File: src/rtl/mac_conv_pkg.sv
package mac_conv_pkg;

    typedef enum logic [2:0] {
        PH_IDLE,
        PH_PRE,
        PH_ACC,
        PH_CHK,
        PH_CONV,
        PH_RECH,
        PH_DONE
    } phase_e;

endpackage

File: src/rtl/mac_operand_bank.sv
module mac_operand_bank #(
    parameter int N_ELEM = 10,
    parameter int X_W    = 2,
    parameter int W_W    = 4,
    localparam int IDX_W = $clog2(N_ELEM)
) (
    input  logic                    clk,
    input  logic                    rst_n,
    input  logic                    load,
    input  logic [N_ELEM*X_W-1:0]   x_in,
    input  logic [N_ELEM*W_W-1:0]   w_in,
    input  logic [IDX_W-1:0]        sel,
    output logic [X_W-1:0]          x_sel,
    output logic signed [W_W-1:0]   w_sel
);

    typedef struct packed {
        logic [N_ELEM*X_W-1:0] x;
        logic [N_ELEM*W_W-1:0] w;
    } bank_t;

    bank_t b_d, b_q;

    always_comb begin
        b_d = b_q;
        if (load) begin
            b_d.x = x_in;
            b_d.w = w_in;
        end
    end

    always_ff @(posedge clk or negedge rst_n) begin
        if (!rst_n) b_q <= '0;
        else        b_q <= b_d;
    end

    logic [X_W-1:0] x_arr [N_ELEM];
    logic [W_W-1:0] w_arr [N_ELEM];

    for (genvar g = 0; g < N_ELEM; g++) begin : g_unpack
        assign x_arr[g] = b_q.x[g*X_W +: X_W];
        assign w_arr[g] = b_q.w[g*W_W +: W_W];
    end

    always_comb begin
        x_sel = '0;
        w_sel = '0;
        if (32'(sel) < N_ELEM) begin
            x_sel = x_arr[sel];
            w_sel = $signed(w_arr[sel]);
        end
    end

endmodule

File: src/rtl/mac_charge_model.sv
module mac_charge_model #(
    parameter int W_W    = 4,
    parameter int PS_W   = 7,
    parameter int LO_LIM = -32,
    parameter int HI_LIM = 31
) (
    input  logic                   clk,
    input  logic                   rst_n,
    input  logic                   clear,
    input  logic                   add_en,
    input  logic signed [W_W-1:0]  w_sel,
    output logic signed [PS_W-1:0] psum
);

    logic signed [PS_W-1:0] psum_d, psum_q;
    logic signed [PS_W-1:0] w_ext;

    assign w_ext = {{(PS_W-W_W){w_sel[W_W-1]}}, w_sel};

    always_comb begin
        psum_d = psum_q;
        if (clear)       psum_d = '0;
        else if (add_en) psum_d = psum_q + w_ext;
    end

    always_ff @(posedge clk or negedge rst_n) begin
        if (!rst_n) psum_q <= '0;
        else        psum_q <= psum_d;
    end

    assign psum = psum_q;

    // the modelled bit-line charge never leaves the converter span
    assert_no_overflow_R3: assert property (@(posedge clk) disable iff (!rst_n)
        (psum_q >= PS_W'(LO_LIM)) && (psum_q <= PS_W'(HI_LIM)));

endmodule

File: src/rtl/mac_sar_model.sv
module mac_sar_model #(
    parameter int CHUNK_W = 6,
    localparam int BIT_W  = $clog2(CHUNK_W)
) (
    input  logic                      clk,
    input  logic                      rst_n,
    input  logic                      start,
    input  logic signed [CHUNK_W-1:0] sample,
    output logic                      busy_o,
    output logic                      last_o,
    output logic signed [CHUNK_W-1:0] value_o
);

    localparam logic [CHUNK_W-1:0] MSB = CHUNK_W'(1) << (CHUNK_W-1);

    typedef struct packed {
        logic               busy;
        logic [BIT_W-1:0]   bitn;
        logic [CHUNK_W-1:0] u;
        logic [CHUNK_W-1:0] code;
        logic [CHUNK_W-1:0] smp;
    } sar_t;

    sar_t s_d, s_q;
    logic [CHUNK_W-1:0] trial, code_n;

    always_comb begin
        trial  = s_q.code | (CHUNK_W'(1) << s_q.bitn);
        code_n = (s_q.u >= trial) ? trial : s_q.code;
        s_d    = s_q;
        if (start) begin
            s_d.busy = 1'b1;
            s_d.bitn = BIT_W'(CHUNK_W-1);
            s_d.u    = sample ^ MSB;
            s_d.code = '0;
            s_d.smp  = sample;
        end else if (s_q.busy) begin
            s_d.code = code_n;
            if (s_q.bitn == '0) s_d.busy = 1'b0;
            else                s_d.bitn = s_q.bitn - 1'b1;
        end
    end

    always_ff @(posedge clk or negedge rst_n) begin
        if (!rst_n) s_q <= '0;
        else        s_q <= s_d;
    end

    assign busy_o  = s_q.busy;
    assign last_o  = s_q.busy && (s_q.bitn == '0);
    assign value_o = $signed(code_n ^ MSB);

    // the binary search lands on the sampled charge
    assert_sar_exact_R4: assert property (@(posedge clk) disable iff (!rst_n)
        last_o |-> (value_o == $signed(s_q.smp)));

endmodule

File: src/rtl/mac_conv_ctrl.sv
module mac_conv_ctrl
    import mac_conv_pkg::*;
#(
    parameter int N_ELEM  = 10,
    parameter int X_W     = 2,
    parameter int W_W     = 4,
    parameter int W_MAG   = 4,
    parameter int CHUNK_W = 6,
    parameter int RES_W   = 8
) (
    input  logic                       clk,
    input  logic                       rst_n,
    input  logic                       start_i,
    input  logic                       mode_i,
    input  logic [N_ELEM*X_W-1:0]      x_vec_i,
    input  logic [N_ELEM*W_W-1:0]      w_vec_i,
    output logic                       busy_o,
    output logic                       done_o,
    output logic signed [RES_W-1:0]    result_o,
    output logic [$clog2(N_ELEM+1)-1:0] conv_cnt_o,
    output logic [N_ELEM-1:0]          wl_v_o,
    output logic [N_ELEM-1:0]          wl_h_o,
    output logic                       pre_v_o,
    output logic                       pre_h_o,
    output logic                       adc_en_o
);

    localparam int IDX_W     = $clog2(N_ELEM);
    localparam int CNT_W     = $clog2(N_ELEM+1);
    localparam int PS_W      = CHUNK_W + 1;
    localparam int CHUNK_MAX = (2**(CHUNK_W-1)) - 1;
    localparam int CHUNK_MIN = -(2**(CHUNK_W-1));
    localparam int MAX_PROD  = ((2**X_W) - 1) * W_MAG;
    localparam int HI_LIM    = CHUNK_MAX - MAX_PROD;
    localparam int LO_LIM    = CHUNK_MIN + MAX_PROD;

    typedef struct packed {
        phase_e                  ph;
        logic [IDX_W-1:0]        idx;
        logic [X_W-1:0]          pc;
        logic                    fin;
        logic                    mode;
        logic signed [RES_W-1:0] acc;
        logic signed [RES_W-1:0] res;
        logic [CNT_W-1:0]        cnt;
    } ctl_t;

    ctl_t c_d, c_q;

    logic                      load, chg_clear, add_en, sar_start;
    logic [X_W-1:0]            x_sel;
    logic signed [W_W-1:0]     w_sel;
    logic signed [PS_W-1:0]    psum;
    logic                      sar_busy, sar_last;
    logic signed [CHUNK_W-1:0] sar_val;
    logic [X_W:0]              x_len;
    logic                      pulse_on, over;
    logic signed [RES_W-1:0]   val_ext;

    mac_operand_bank #(.N_ELEM(N_ELEM), .X_W(X_W), .W_W(W_W)) u_bank (
        .clk   (clk),
        .rst_n (rst_n),
        .load  (load),
        .x_in  (x_vec_i),
        .w_in  (w_vec_i),
        .sel   (c_q.idx),
        .x_sel (x_sel),
        .w_sel (w_sel)
    );

    mac_charge_model #(.W_W(W_W), .PS_W(PS_W), .LO_LIM(CHUNK_MIN), .HI_LIM(CHUNK_MAX)) u_charge (
        .clk    (clk),
        .rst_n  (rst_n),
        .clear  (chg_clear),
        .add_en (add_en),
        .w_sel  (w_sel),
        .psum   (psum)
    );

    mac_sar_model #(.CHUNK_W(CHUNK_W)) u_sar (
        .clk     (clk),
        .rst_n   (rst_n),
        .start   (sar_start),
        .sample  (psum[CHUNK_W-1:0]),
        .busy_o  (sar_busy),
        .last_o  (sar_last),
        .value_o (sar_val)
    );

    assign x_len    = (x_sel == '0) ? (X_W+1)'(1) : {1'b0, x_sel};
    assign pulse_on = (c_q.ph == PH_ACC) && (c_q.pc < x_sel);
    assign over     = (psum > PS_W'(HI_LIM)) || (psum < PS_W'(LO_LIM));
    assign val_ext  = {{(RES_W-CHUNK_W){sar_val[CHUNK_W-1]}}, sar_val};

    always_comb begin
        c_d       = c_q;
        load      = 1'b0;
        chg_clear = 1'b0;
        add_en    = 1'b0;
        sar_start = 1'b0;
        unique case (c_q.ph)
            PH_IDLE: begin
                if (start_i) begin
                    load     = 1'b1;
                    c_d.mode = mode_i;
                    c_d.acc  = '0;
                    c_d.cnt  = '0;
                    c_d.idx  = '0;
                    c_d.pc   = '0;
                    c_d.fin  = 1'b0;
                    c_d.ph   = PH_PRE;
                end
            end
            PH_PRE: begin
                chg_clear = 1'b1;
                c_d.ph    = PH_ACC;
            end
            PH_ACC: begin
                add_en = pulse_on;
                if (({1'b0, c_q.pc} + 1'b1) >= x_len) begin
                    c_d.pc = '0;
                    c_d.ph = PH_CHK;
                end else begin
                    c_d.pc = c_q.pc + 1'b1;
                end
            end
            PH_CHK: begin
                if (c_q.idx == IDX_W'(N_ELEM-1)) begin
                    c_d.fin   = 1'b1;
                    sar_start = 1'b1;
                    c_d.ph    = PH_CONV;
                end else if (over) begin
                    c_d.fin   = 1'b0;
                    sar_start = 1'b1;
                    c_d.ph    = PH_CONV;
                end else begin
                    c_d.idx = c_q.idx + 1'b1;
                    c_d.ph  = PH_ACC;
                end
            end
            PH_CONV: begin
                if (sar_last) begin
                    c_d.acc = c_q.acc + val_ext;
                    c_d.cnt = c_q.cnt + 1'b1;
                    if (c_q.fin) begin
                        c_d.res = c_q.acc + val_ext;
                        c_d.ph  = PH_DONE;
                    end else begin
                        c_d.ph  = PH_RECH;
                    end
                end
            end
            PH_RECH: begin
                chg_clear = 1'b1;
                c_d.idx   = c_q.idx + 1'b1;
                c_d.ph    = PH_ACC;
            end
            PH_DONE: begin
                c_d.ph = PH_IDLE;
            end
            default: c_d.ph = PH_IDLE;
        endcase
    end

    always_ff @(posedge clk or negedge rst_n) begin
        if (!rst_n) c_q <= '0;
        else        c_q <= c_d;
    end

    logic [N_ELEM-1:0] wl_sel;
    logic              pre_any;

    assign wl_sel     = pulse_on ? (N_ELEM'(1) << c_q.idx) : '0;
    assign pre_any    = (c_q.ph == PH_PRE) || (c_q.ph == PH_RECH);
    assign wl_v_o     = c_q.mode ? '0 : wl_sel;
    assign wl_h_o     = c_q.mode ? wl_sel : '0;
    assign pre_v_o    = pre_any && !c_q.mode;
    assign pre_h_o    = pre_any && c_q.mode;
    assign adc_en_o   = (c_q.ph == PH_CONV);
    assign busy_o     = (c_q.ph != PH_IDLE) && (c_q.ph != PH_DONE);
    assign done_o     = (c_q.ph == PH_DONE);
    assign result_o   = c_q.res;
    assign conv_cnt_o = c_q.cnt;

    // converter activity and word-line access are exclusive
    assert_adc_no_wl_R10: assert property (@(posedge clk) disable iff (!rst_n)
        adc_en_o |-> ((wl_v_o | wl_h_o) == '0));

    // the search engine runs exactly while the FSM is converting
    assert_sar_phase_R10: assert property (@(posedge clk) disable iff (!rst_n)
        sar_busy == adc_en_o);

    // never more than one word line
    assert_one_wl_R7: assert property (@(posedge clk) disable iff (!rst_n)
        $onehot0({wl_v_o, wl_h_o}));

    // direction exclusivity
    assert_mode_vert_R8: assert property (@(posedge clk) disable iff (!rst_n)
        (busy_o && !c_q.mode) |-> (wl_h_o == '0 && !pre_h_o));
    assert_mode_horz_R8: assert property (@(posedge clk) disable iff (!rst_n)
        (busy_o && c_q.mode) |-> (wl_v_o == '0 && !pre_v_o));

    // a sequence opens with a precharge cycle
    assert_pre_first_R6: assert property (@(posedge clk) disable iff (!rst_n)
        $rose(busy_o) |-> (pre_v_o || pre_h_o));

    // done is a single-cycle strobe
    assert_done_pulse_R9: assert property (@(posedge clk) disable iff (!rst_n)
        done_o |=> !done_o);

    // conversion count bounded by element count
    assert_cnt_bound_R5: assert property (@(posedge clk) disable iff (!rst_n)
        32'(conv_cnt_o) <= N_ELEM);

endmodule

File: config.mk
export PLATFORM = sky130hd
export DESIGN_NAME = mac_conv_ctrl
export DESIGN_NICKNAME = d
export VERILOG_FILES = /design/src/rtl/mac_conv_pkg.sv /design/src/rtl/mac_operand_bank.sv /design/src/rtl/mac_charge_model.sv /design/src/rtl/mac_sar_model.sv /design/src/rtl/mac_conv_ctrl.sv
export SDC_FILE = /design/constraint.sdc
export NUM_CORES = 1
export LEC_CHECK = 0
export ABC_AREA = 1
export ABC_CLOCK_PERIOD_IN_PS = 3600
export BUFFER_PORTS_ARGS = -buffer_cell sky130_fd_sc_hd__buf_2
export CORE_MARGIN = 2
export CORE_UTILIZATION = 50
export DETAILED_ROUTE_END_ITERATION = 10
export PLACE_DENSITY = 0.71
export SLEW_MARGIN = 20
export SYNTH_ARGS = -nofsm -noshare
export SYNTH_HDL_FRONTEND = slang
export SYNTH_HIERARCHICAL = 1
export SYNTH_SLANG_ARGS = --single-unit
export TNS_END_PERCENT = 5
File: constraint.sdc
create_clock -name clk -period 3.6 [get_ports clk]
set_input_delay 0.36 -clock clk [delete_from_list [all_inputs] [get_ports clk]]
set_output_delay 0.36 -clock clk [all_outputs]
set_load 0.01 [all_outputs]
After elaboration in Yosys (flattened, before gate mapping):

Index checks and enable logic that the tools add are counted.

* register bits after elaboration: 114

* add/subtract/negate cells: 7
* order comparisons: 7
* eq/ne operators: 15
* shift operators: 2
* multiplexer cells: 48
* bitwise operators: 4
* reductions and logical operators: 27

Operators with widths (number)
* $mux 4: 8
* $mux 10: 3
* $mux 20: 1
* $mux 19: 1
* $mux 6: 3
* $bmux 4 s4: 1
* $pmux 8 s2: 1
* $mux 3: 5
* $pmux 3 s5: 1
* $mux 7: 2
* $mux 2: 6
* $pmux 4 s3: 1
* $reduce_and 3->1: 4
* $mux 1: 10
* $reduce_bool 2->1: 5
* $shl 1x4->10 const A: 1
* $eq 3x3->1 const B: 3
* $add 4x1->4 const B: 2
* $add 8x6->8: 1
* $bmux 2 s4: 1
* $mux 8: 1
* $ne 2x2->1 const B: 4
* $pmux 4 s2: 1
* $add 7x4->7: 1
* other kinds (30): 43

Depth between registers and ports, before layout:

Gate-level depths: netlist of the first run.

* word-level depth: 10
* depth in mapped cells: 21
* gate-level depth less buffers: 21

Hierarchy:

The synthesis of the first run kept the hierarchy.

Modules (own cells, without submodules)
* mac_operand_bank: times used 1, cells each 343, area an instance 2865.2 um^2, seq. area each 1501.4 um^2
* mac_conv_ctrl: times used 1, cells each 311, area an instance 2257.2 um^2, seq. area each 775.7 um^2
* mac_sar_model: times used 1, cells each 127, area an instance 992.2 um^2, seq. area each 400.4 um^2
* mac_charge_model: times used 1, cells each 78, area an instance 566.8 um^2, seq. area each 175.2 um^2

Worst setup path before layout of the first run:

OpenSTA, ideal clock, no wires.

* path kind: register to register
* from: reg u_sar/s_q[19] (netlist bit)
* to: reg c_q, in the netlist result_o[4]
* setup time: 76 ps
* arrival time: 2639 ps
* setup slack: 885 ps
* stages on the path, launching flop included: 18
* period minus slack after synthesis: 2715 ps
* path through: dfrtp_1 -> inv_1 -> ha_1 -> a21oi_1 -> ha_1 -> nand2_1 -> inv_1 -> a21oi_2 -> nand2_2 -> nand2_1 -> nand2_1 -> ha_1 -> fa_1 -> inv_1 -> nor2_1 -> o21ai_0 -> nand3_1 -> o21ai_1

* word-level cells in the longest chain between the ends: 5
* elaborated cells on any way between the ends: 8
* those cells by class: 1 x add/sub; 1 x order compare; 1 x shift; 1 x mux; 1 x bitwise; 3 x reduce/logical

Ends and longest elaborated chain
* start: declaration: line mac_sar_model.sv:24 `sar_t s_d, s_q;`
* start signal: assignment: line mac_sar_model.sv:45 `if (!rst_n) s_q <= '0;`
* start signal: assignment: line mac_sar_model.sv:46 `else s_q <= s_d;`
* $shl 1x3->6 (*): line mac_sar_model.sv:28 `trial = s_q.code | (CHUNK_W'(1) << s_q.bitn);`
* $or 6x6->6 (*): line mac_sar_model.sv:28
* $ge 6x6->1: line mac_sar_model.sv:29 `code_n = (s_q.u >= trial) ? trial : s_q.code;`
* $mux 6 (*): line mac_sar_model.sv:29
* net sar_val[0]: line mac_conv_ctrl.sv:55 `logic signed [CHUNK_W-1:0] sar_val;`
* $add 8x6->8 (*): line mac_conv_ctrl.sv:146 `c_d.res = c_q.acc + val_ext;`
* end signal: assignment: line mac_conv_ctrl.sv:166 `if (!rst_n) c_q <= '0;`
* end signal: assignment: line mac_conv_ctrl.sv:167 `else c_q <= c_d;`
* end: declaration: line mac_conv_ctrl.sv:48 `ctl_t c_d, c_q;`

The timed path passes the listed nets; every way through them passes the cells marked *.
A chain may end at the register's enable or synchronous reset.

Worst setup path in the final report of the first run:

* from: reg c_q[26] (netlist bit)
* to: out wl_h_o[3]

* word-level cells in the longest chain between the ends: 9
* elaborated cells on any way between the ends: 11
* those cells by class: 2 x order compare; 1 x shift; 6 x mux; 1 x bitwise; 1 x reduce/logical

Ends and longest elaborated chain
* $not 4->5 (not written as such): line mac_operand_bank.sv:49 `x_sel = x_arr[sel];`
* $bmux 2 s4: line mac_operand_bank.sv:49
* $mux 2 (not written as such) (2 in a row): line mac_operand_bank.sv:49
* $mux 2 (*): line mac_operand_bank.sv:48 `if (32'(sel) < N_ELEM) begin`
* net x_sel[1]: line mac_conv_ctrl.sv:51 `logic [X_W-1:0] x_sel;`
* $lt 2x2->1 (*): line mac_conv_ctrl.sv:91 `assign pulse_on = (c_q.ph == PH_ACC) && (c_q.pc < x_sel);`
* $logic_and 1x1->1 (*): line mac_conv_ctrl.sv:91
* $mux 10 (*): line mac_conv_ctrl.sv:173 `assign wl_sel = pulse_on ? (N_ELEM'(1) << c_q.idx) : '0;`
* $mux 10 (*): line mac_conv_ctrl.sv:176 `assign wl_h_o = c_q.mode ? wl_sel : '0;`
* end: declaration: line mac_conv_ctrl.sv:22 `output logic [N_ELEM-1:0] wl_h_o,`

The timed path passes the listed nets; every way through them passes the cells marked *. The select of a mux whose other input is x is not followed.

==> run summary, run 1 <==
P per Cell Area: 864.7 nW/µm²
Core Region: 13140 µm²
# DRC: 0
Main synth FF type: dfrtp_1
WHS: 0.05143 ns
syn_nets: 960
Post-Route Setup TNS: 0 ns
first-pass GRT wire length: 25.96 mm
CP top delay family: simple AND/OR/NAND/NOR gates
Post-Syn Area: 6681 µm²
htree depth: 4
Crit path buffers/inverters: 4
clk slew on worst S/H paths: 0.05 ns
vias in the first global route: 5415
wire length per cell: 13.59 µm
commonest non-fill, non-tap cell in the layout: nand2_1
worst-path maximum fanout: 9
R2R setup slack: 0.50 ns
die height: 119.6 µm
worst vdd ir: 0.0003981 V
Site Rows: 42
detail-routed via count per cell: 4.967
reg2reg path depth: 17
Ant. Diodes: 0
CTS buffer count: 17
period utilization: 88.88%
Pre-antenna DRT Iters: 5
Starting DRT DRC Count: 376
Crit-path slowest cell: dfrtp_1
clock skew: 0.007726 ns
share of layout cells above drive strength 1: 20.10%
die area: 14300 µm²
post-synthesis sequential area ratio: 42.70%
Net count, final: 1048
Vias: 5643
Achievable Freq: 0.3125 GHz
critical path cell sequence: inv_1, nand3_1, a21oi_1, nor2_1, nand2_1, nand2_1, inv_1, ha_1, o21ai_0, nand2_2, nor3_4, inv_2, nor3_1, buf_2
Startpoint Class: flop
Critical Path AT: 2.84 ns
chip width: 119.6 µm
Crit path depth: 14
WS Path Type: reg2out
initial antenna violation count: 0
LEAKAGE: 4.241 nW
Worst EP required: 3.24 ns
reg2reg start: u_sar/s_q[19]
Post-synth EDFFs: 0
CTS sink cnt: 114
PortBufs: 100
Avg Cell Area, Syn: 7.778 µm²
GRT Residual Overflow: 0
I/O pins: 101
final hold vios: 0
Final ANT Viol Nets: 0
Hold-fix buffers, CTS: 0
Initial Utilization: 50.86%
HPWL after DPL: 11.25 mm
max_cap viols: 0
Post-CTS Setup Bufs: 0
Hold Crit Class: in2async
final RePlAce weighted congestion: 0.9022
Netlist cell types: 39
Ys Warns: 6
status: finished, final reports clean
Critical Path End: wl_h_o[3]
overall routing resource usage: 22.96%
Clock Tree Root: clkbuf_16
max incr delay on CP: 0.53 ns
#FFs+latches synth: 114
Worst-Margin Slew: 0.8235 ns
Max-Slew Margin vs Limit: 45.10%
worst-case clock buffer depth: 2
commonest non-fill, non-tap cells in the layout: nand2_1 (258), dfrtp_1 (114), inv_1 (112), buf_2 (99), nand3_1 (70)
CTS tree: built
Final setup viols: 0
DRT Wirelength: 15.44 mm
worst-skew pair later-pin latency: 0.41 ns
largest net degree at the start of global routing: 71
Post-Syn Instances: 859
crit path capture type: output port
Reg-to-Reg End: result_o[4]
Tmin final: 3.200 ns
post-CTS resize count: 0
Post-synth ARST share: 100.0%
Area Growth Syn to Fin: 17.43%
RSZ-0062 raised after global routing: false
Slew Viols, Final: 0
CP startpoint: c_q[26]
-- final cells by class --
class	count	area [µm²]
Fill cell	1189	5291
Multi-Input combinational cell	580	3099
Sequential cell	114	2853
Timing Repair Buffer	109	570.5
Clock buffer	22	474.2
Inverter	125	474.2
Tap cell	176	220.2
Clock inverter	10	155.1
-- synth_stat cells, types with 5 or more instances --
cell,count,share of area (%)
a21oi_1,16,1.2
buf_2,13,0.97
buf_4,16,1.8
dfrtp_1,114,43
ha_1,34,6.4
inv_1,112,6.3
inv_2,10,0.56
mux2_2,18,3.0
nand2_1,258,14
nand2_2,9,0.84
nand3_1,70,5.2
nand4_1,6,0.56
nor2_1,51,2.9
nor2_2,6,0.56
nor3_1,7,0.52
o21ai_0,68,5.1
o21ai_1,5,0.37
xnor2_1,5,0.66
-- sequential cells by signal (all words and copies together) (netlist names) --
| name | flops |
|---|---|
| u_sar/s_q | 15 |
| c_q | 19 |
| u_charge/psum | 7 |
| u_sar/busy_o | 1 |
| result_o | 8 |
| conv_cnt_o | 4 |
| u_bank/b_q | 60 |
-- where the power goes --
part           switching [mW]  internal (mW)
registers               0.271           1.75
clock network           0.573           1.21
logic                    1.91           1.07
-- through the flow --
step           utilization (%)  instance area, µm²  worst slack, ns  power [mW]  cells
2_1_floorplan                -                6681           0.8846       4.337    859
3_3_place_gp             54.93                7217           0.7477       4.916   1104
3_5_place_dp             54.93                7217           0.5814       5.000   1104
4_1_cts                  59.72                7846           0.3731       6.819   1136
5_1_grt                  59.72                7846           0.1550       7.357   1136
6_report                 59.72                7846           0.4005       6.785   1136
-- worst reg2reg max path: stages, from the launching register on --
cell and delay [ns]:
dfrtp_1 0.39, inv_1 0.09, ha_1 0.20, a21oi_1 0.26
ha_1 0.31, nand2_1 0.10, inv_1 0.05, a21oi_2 0.16
nand2_2 0.12, nand2_1 0.09, nand2_1 0.06, ha_1 0.20
fa_1 0.43, inv_1 0.08, nor2_1 0.06, o21ai_0 0.18
nand3_1 0.13, o21ai_1 0.13
-- logic make-up after synthesis --
logic type      share of synthesized area (%)
compound gates                          8.109
xor+xnor                                1.049
fa+ha+maj                               7.266
buf+inv                                 10.99
flops                                   42.70
mux                                     3.034
simple gates                            26.85
-- worst min-delay path by stage --
stage,depth (start not counted),endpoint,slack (ns),startpoint
global placement,2,result_o[3],0.46,result_o[3]
floorplan,0,c_q[12],0.06,rst_n
CTS,1,conv_cnt_o[0],0.08,rst_n
detailed placement,2,result_o[6],0.46,result_o[6]
finish,1,conv_cnt_o[2],0.05,rst_n
global route,1,conv_cnt_o[0],0.12,rst_n
-- per-layer routing --
layer / GRT usage, % / vias up / wire (µm)
li1: - / 2869 / -
met1: 29.64 / 2611 / 7095
met2: 38.32 / 145 / 7431
met3: 5.181 / 18 / 672
met4: 7.574 / 0 / 238
met5: 0 / - / 0
Note: power is estimated with default switching activity, not from simulation.
==> run 2, diff against run 1 <==
CTS_BUF_LIST = sky130_fd_sc_hd__clkbuf_4   (was default)
==> run summary, run 2 (synthesis gave the netlist of run 1 again) <==
Startpoint Class: flop
Worst-Margin Slew: 0.8183 ns
largest net degree at the start of global routing: 71
worst vdd ir: 0.0003790 V
Max-Slew Margin vs Limit: 45.44%
Slew Viols, Final: 0
chip width: 119.6 µm
period utilization: 92.73%
Area Growth Syn to Fin: 15.22%
Comb pwr share: 49.4%
Core Region: 13140 µm²
CTS tree: built
wire length per cell: 13.17 µm
clock skew: 0.01884 ns
vias in the first global route: 5445
initial antenna violation count: 1
die area: 14300 µm²
CTS buffer count: 17
WS Path Type: reg2out
Post-CTS Setup Bufs: 0
RSZ-0062 raised after global routing: false
Place WS: 0.5814 ns
PnR worst setup slack: 0.2619 ns
CTS sink cnt: 114
final hold vios: 0
Achievable Freq: 0.2996 GHz
Final setup viols: 0
share of layout cells above drive strength 1: 19.65%
worst-path maximum fanout: 9
Pre-antenna DRT Iters: 6
Site Rows: 42
Switching Power: 2.656 mW
Tmin final: 3.338 ns
Worst EP required: 3.24 ns
Clock power frac: 17.3%
crit path capture type: output port
sequential share of power: 33.3%
detail-routed via count per cell: 4.868
post-CTS resize count: 0
Hold-fix buffers, CTS: 17
max reg flops: 60
Hold Crit Class: in2reg
worst-case clock buffer depth: 2
max_cap viols: 0
Clock Tree Root: clkbuf_4
P per Cell Area: 783.7 nW/µm²
status: finished, final reports clean
Starting DRT DRC Count: 387
worst-skew pair later-pin latency: 0.54 ns
Critical Path AT: 2.98 ns
Net count, final: 1065
Regs by FF count: u_bank/b_q (60), c_q (19), u_sar/s_q (15)
Initial Utilization: 50.86%
die height: 119.6 µm
LEAKAGE: 4.171 nW
Int Power: 3.378 mW
Vias: 5618
Post-Route Setup TNS: 0 ns
DRT Wirelength: 15.20 mm
Sw Ratio: 44.02%
commonest non-fill, non-tap cell in the layout: nand2_1
HPWL after DPL: 11.25 mm
GRT Residual Overflow: 0
final RePlAce weighted congestion: 0.9022
htree depth: 4
PortBufs: 100
clk slew on worst S/H paths: 0.10 ns
Filler Cells Inserted: 1229
Final ANT Viol Nets: 0
I/O pins: 101
# DRC: 0
first-pass GRT wire length: 25.87 mm
commonest non-fill, non-tap cells in the layout: nand2_1 (258), dfrtp_1 (114), inv_1 (112), buf_2 (99), nand3_1 (70)
Top reg by flops: u_bank/b_q
overall routing resource usage: 22.84%
run 2: through the flow:
stage / cell area [µm²] / cells / power, mW / hold WS (ns) / util, %
after floorplan: 6681 / 859 / 4.337 / 0.06441 / -
after global placement: 7217 / 1104 / 4.916 / 0.4583 / 54.93
after detailed placement: 7217 / 1104 / 5.000 / 0.4611 / 54.93
after CTS: 7696 / 1153 / 6.069 / 0.0009094 / 58.58
after global routing: 7699 / 1154 / 6.608 / 0.01136 / 58.60
final: 7699 / 1154 / 6.033 / 0.03633 / 58.60
run 2: final timing paths:
path                                from          endpoint  slack [ns]  cells after the start
max                              c_q[26]         wl_h_o[3]        0.26                     14
min                          w_vec_i[29]    u_bank/b_q[29]        0.04                      3
max reg2reg                u_sar/s_q[19]       result_o[4]        0.51                     17
min reg2reg                  result_o[6]       result_o[6]        0.49                      2
max in group asynchronous          rst_n  u_charge/psum[4]        2.28                      3
min in group asynchronous          rst_n     u_bank/b_q[3]        0.47                      2
run 2: routing by layer:
layer | track usage (%) | share of wire (%)
met5 | 0 | 0
met3 | 4.468 | 3.3
met1 | 29.51 | 47
met2 | 38.61 | 48
met4 | 7.574 | 1.4
run 2: power groups by stage:
stage / clock, mW / sequential [mW] / combinational [mW]
after floorplan: 0 / 1.93 / 2.40
after global placement: 0 / 2.02 / 2.89
after detailed placement: 0 / 2.04 / 2.96
after CTS: 1.07 / 2.01 / 2.99
after global routing: 1.11 / 2.07 / 3.42
final: 1.04 / 2.01 / 2.98
run 2: cell type report:
type	instances	area [µm²]	share of cell area [%]
Tap cell	176	220.2	2.860
Sequential cell	114	2853	37.06
Clock buffer	19	142.6	1.853
Inverter	125	474.2	6.160
Timing Repair Buffer	126	740.7	9.621
Multi-Input combinational cell	580	3099	40.26
Antenna cell	1	2.502	0.03250
Clock inverter	13	166.4	2.162
run 2: worst max-delay path, cell delays in order (launching register included):
cell	delay [ns]
dfrtp_1	0.55
inv_1	0.23
nand3_1	0.13
a21oi_1	0.05
nor2_1	0.10
nand2_1	0.07
nand2_1	0.13
inv_1	0.06
ha_1	0.27
o21ai_0	0.10
nand2_2	0.12
nor3_4	0.22
inv_2	0.08
nor3_1	0.16
buf_2	0.17
==> run 3, diff against run 2 <==
ABC_CLOCK_PERIOD_IN_PS = 2850   (was 3600)
CAP_MARGIN = 10   (was default)
CELL_PAD_IN_SITES_DETAIL_PLACEMENT = 0   (was default)
CELL_PAD_IN_SITES_GLOBAL_PLACEMENT = 1   (was default)
CORE_UTILIZATION = 39   (was 50)
PLACE_DENSITY = default   (was 0.71)
PLACE_DENSITY_LB_ADDON = 0.1   (was default)
clock period = 2.85 ns   (was 3.6 ns; I/O delays follow)
==> run summary, run 3 (synthesis gave the netlist of run 1 again) <==
commonest non-fill, non-tap cells in the layout: nand2_1 (250), dfrtp_1 (111), inv_1 (107), buf_2 (99), o21ai_0 (66)
die height: 134.9 µm
worst-skew pair later-pin latency: 0.54 ns
largest net degree at the start of global routing: 108
hold depth: 7
max_cap viols: 0
DRT Wirelength: 17.34 mm
P per Cell Area: 956.4 nW/µm²
Starting DRT DRC Count: 302
I/O pins: 101
GRT Max-Usage Layer: met2
Net count, final: 1133
clk slew on worst S/H paths: 0.11 ns
vias in the first global route: 6005
GRT Residual Overflow: 0
die area: 18200 µm²
worst-case clock buffer depth: 2
critical path cell sequence: buf_6, buf_4, nand2_1, nand3_1, nand3_2, nand3_1, nand2_2, inv_1, o21ai_2, nand2_2, nor3_4, buf_6, nand3_2, nor2_1, buf_2
Max-Slew Margin vs Limit: 60.45%
crit path capture type: output port
Initial Utilization: 40.15%
Clock Tree Root: clkbuf_4
PnR worst setup slack: -0.1841 ns
CTS buffer count: 17
Worst-Margin Slew: 0.5932 ns
reg2reg path depth: 19
worst vdd ir: 0.0003707 V
status: complete, but fails checks
Achievable Freq: 0.3296 GHz
chip width: 134.9 µm
max reg flops: 60
# DRC: 0
Site Rows: 47
Vias: 6004
failing checks: setup timing
met2 Use GR: 33.11%
wire length per cell: 13.70 µm
Tmin final: 3.034 ns
Core Region: 16640 µm²
worst-path maximum fanout: 8
period utilization: 106.5%
PortBufs: 100
Area Growth Syn to Fin: 28.43%
initial antenna violation count: 1
Slew Viols, Final: 0
LEAKAGE: 4.468 nW
RSZ-0062 raised after global routing: true
CP top delay family: simple AND/OR/NAND/NOR gates
WS Path Type: reg2out
Pre-antenna DRT Iters: 5
commonest non-fill, non-tap cell in the layout: nand2_1
Startpoint Class: flop
first-pass GRT wire length: 28.95 mm
CTS sink cnt: 114
Crit path buffers/inverters: 5
max incr delay on CP: 0.47 ns
Final setup viols: 20
Post-Route Setup TNS: -2.737 ns
htree depth: 4
met1 usage in global routing: 26.97%
Top reg by flops: u_bank/b_q
utilization after layout: 51.56%
share of layout cells above drive strength 1: 24.78%
detail-routed via count per cell: 4.742
Critical Path AT: 2.75 ns
Hold Crit Class: in2reg
Worst EP required: 2.57 ns
CTS tree: built
final RePlAce weighted congestion: 0.8238
final hold vios: 0
Crit path depth: 15
Regs by FF count: u_bank/b_q (60), c_q (19), u_sar/s_q (15)
Final ANT Viol Nets: 0
Crit-path slowest cell: dfrtp_2
overall routing resource usage: 20.16%
met3 usage: 4.580%
HPWL after DPL: 12.24 mm
clock skew: 0.01751 ns
run 3: timing repair:
item	CTS	global route
buffers inserted	7	3
gates cloned	0	0
hold endpoints to repair	103	0
hold buffers	62	0
gates resized for setup	29	19
setup endpoints to repair	32	34
pin swaps	9	14
run 3: tightest hold or removal path: stages:
cell and delay (ns):
buf_2 0.09, inv_1 0.09, nand2_1 0.09, nand2_1 0.07
nor2_1 0.04, nand2_1 0.05, nand2_1 0.04
run 3: per-stage QoR:
| stage | hold slack [ns] | cell area (µm²) | std cells | setup slack (ns) | power (mW) |
|---|---|---|---|---|---|
| 5_1_grt | 0.2524 | 8581 | 1266 | -0.4262 | 9.061 |
| 6_report | 0.2623 | 8581 | 1266 | -0.1841 | 8.206 |
| 2_1_floorplan | -0.01059 | 6681 | 859 | 0.1346 | 5.479 |
| 3_5_place_dp | 0.3312 | 7395 | 1161 | -0.1045 | 6.502 |
| 4_1_cts | 0.2154 | 8472 | 1262 | -0.2731 | 8.092 |
| 3_3_place_gp | 0.3364 | 7395 | 1161 | 0.01119 | 6.413 |
run 3: final timing paths:
kind / startpoint / to / slack (ns)
max in group asynchronous: rst_n / u_bank/b_q[41] / 1.76
setup / recovery: c_q[24] / wl_v_o[4] / -0.18
hold reg to reg: result_o[7] / result_o[7] / 0.49
setup reg to reg: u_sar/s_q[18] / result_o[4] / 0.03
min in group asynchronous: rst_n / u_bank/b_q[0] / 0.29
hold / removal: start_i / c_q[29] / 0.26
run 3: where the power goes:
group          switching [mW]  internal (mW)
logic                    2.63           1.74
registers               0.360           2.20
clock network           0.665          0.614
total                    3.65           4.56
run 3: area by class of cell:
| type | instances | area [µm²] |
|---|---|---|
| Antenna cell | 1 | 2.502 |
| Sequential cell | 114 | 2856 |
| Multi-Input combinational cell | 580 | 3271 |
| Clock inverter | 14 | 163.9 |
| Fill cell | 1568 | 8061 |
| Timing Repair Buffer | 194 | 1400 |
| Clock buffer | 18 | 135.1 |
| Inverter | 125 | 476.7 |
| Tap cell | 220 | 275.3 |
run 3: per-layer routing:
| metal | part of all wire [%] | wire length [µm] |
|---|---|---|
| met5 | 0 | 0 |
| met1 | 47 | 8212 |
| met3 | 3.5 | 605 |
| met4 | 1.1 | 199 |
| met2 | 48 | 8326 |
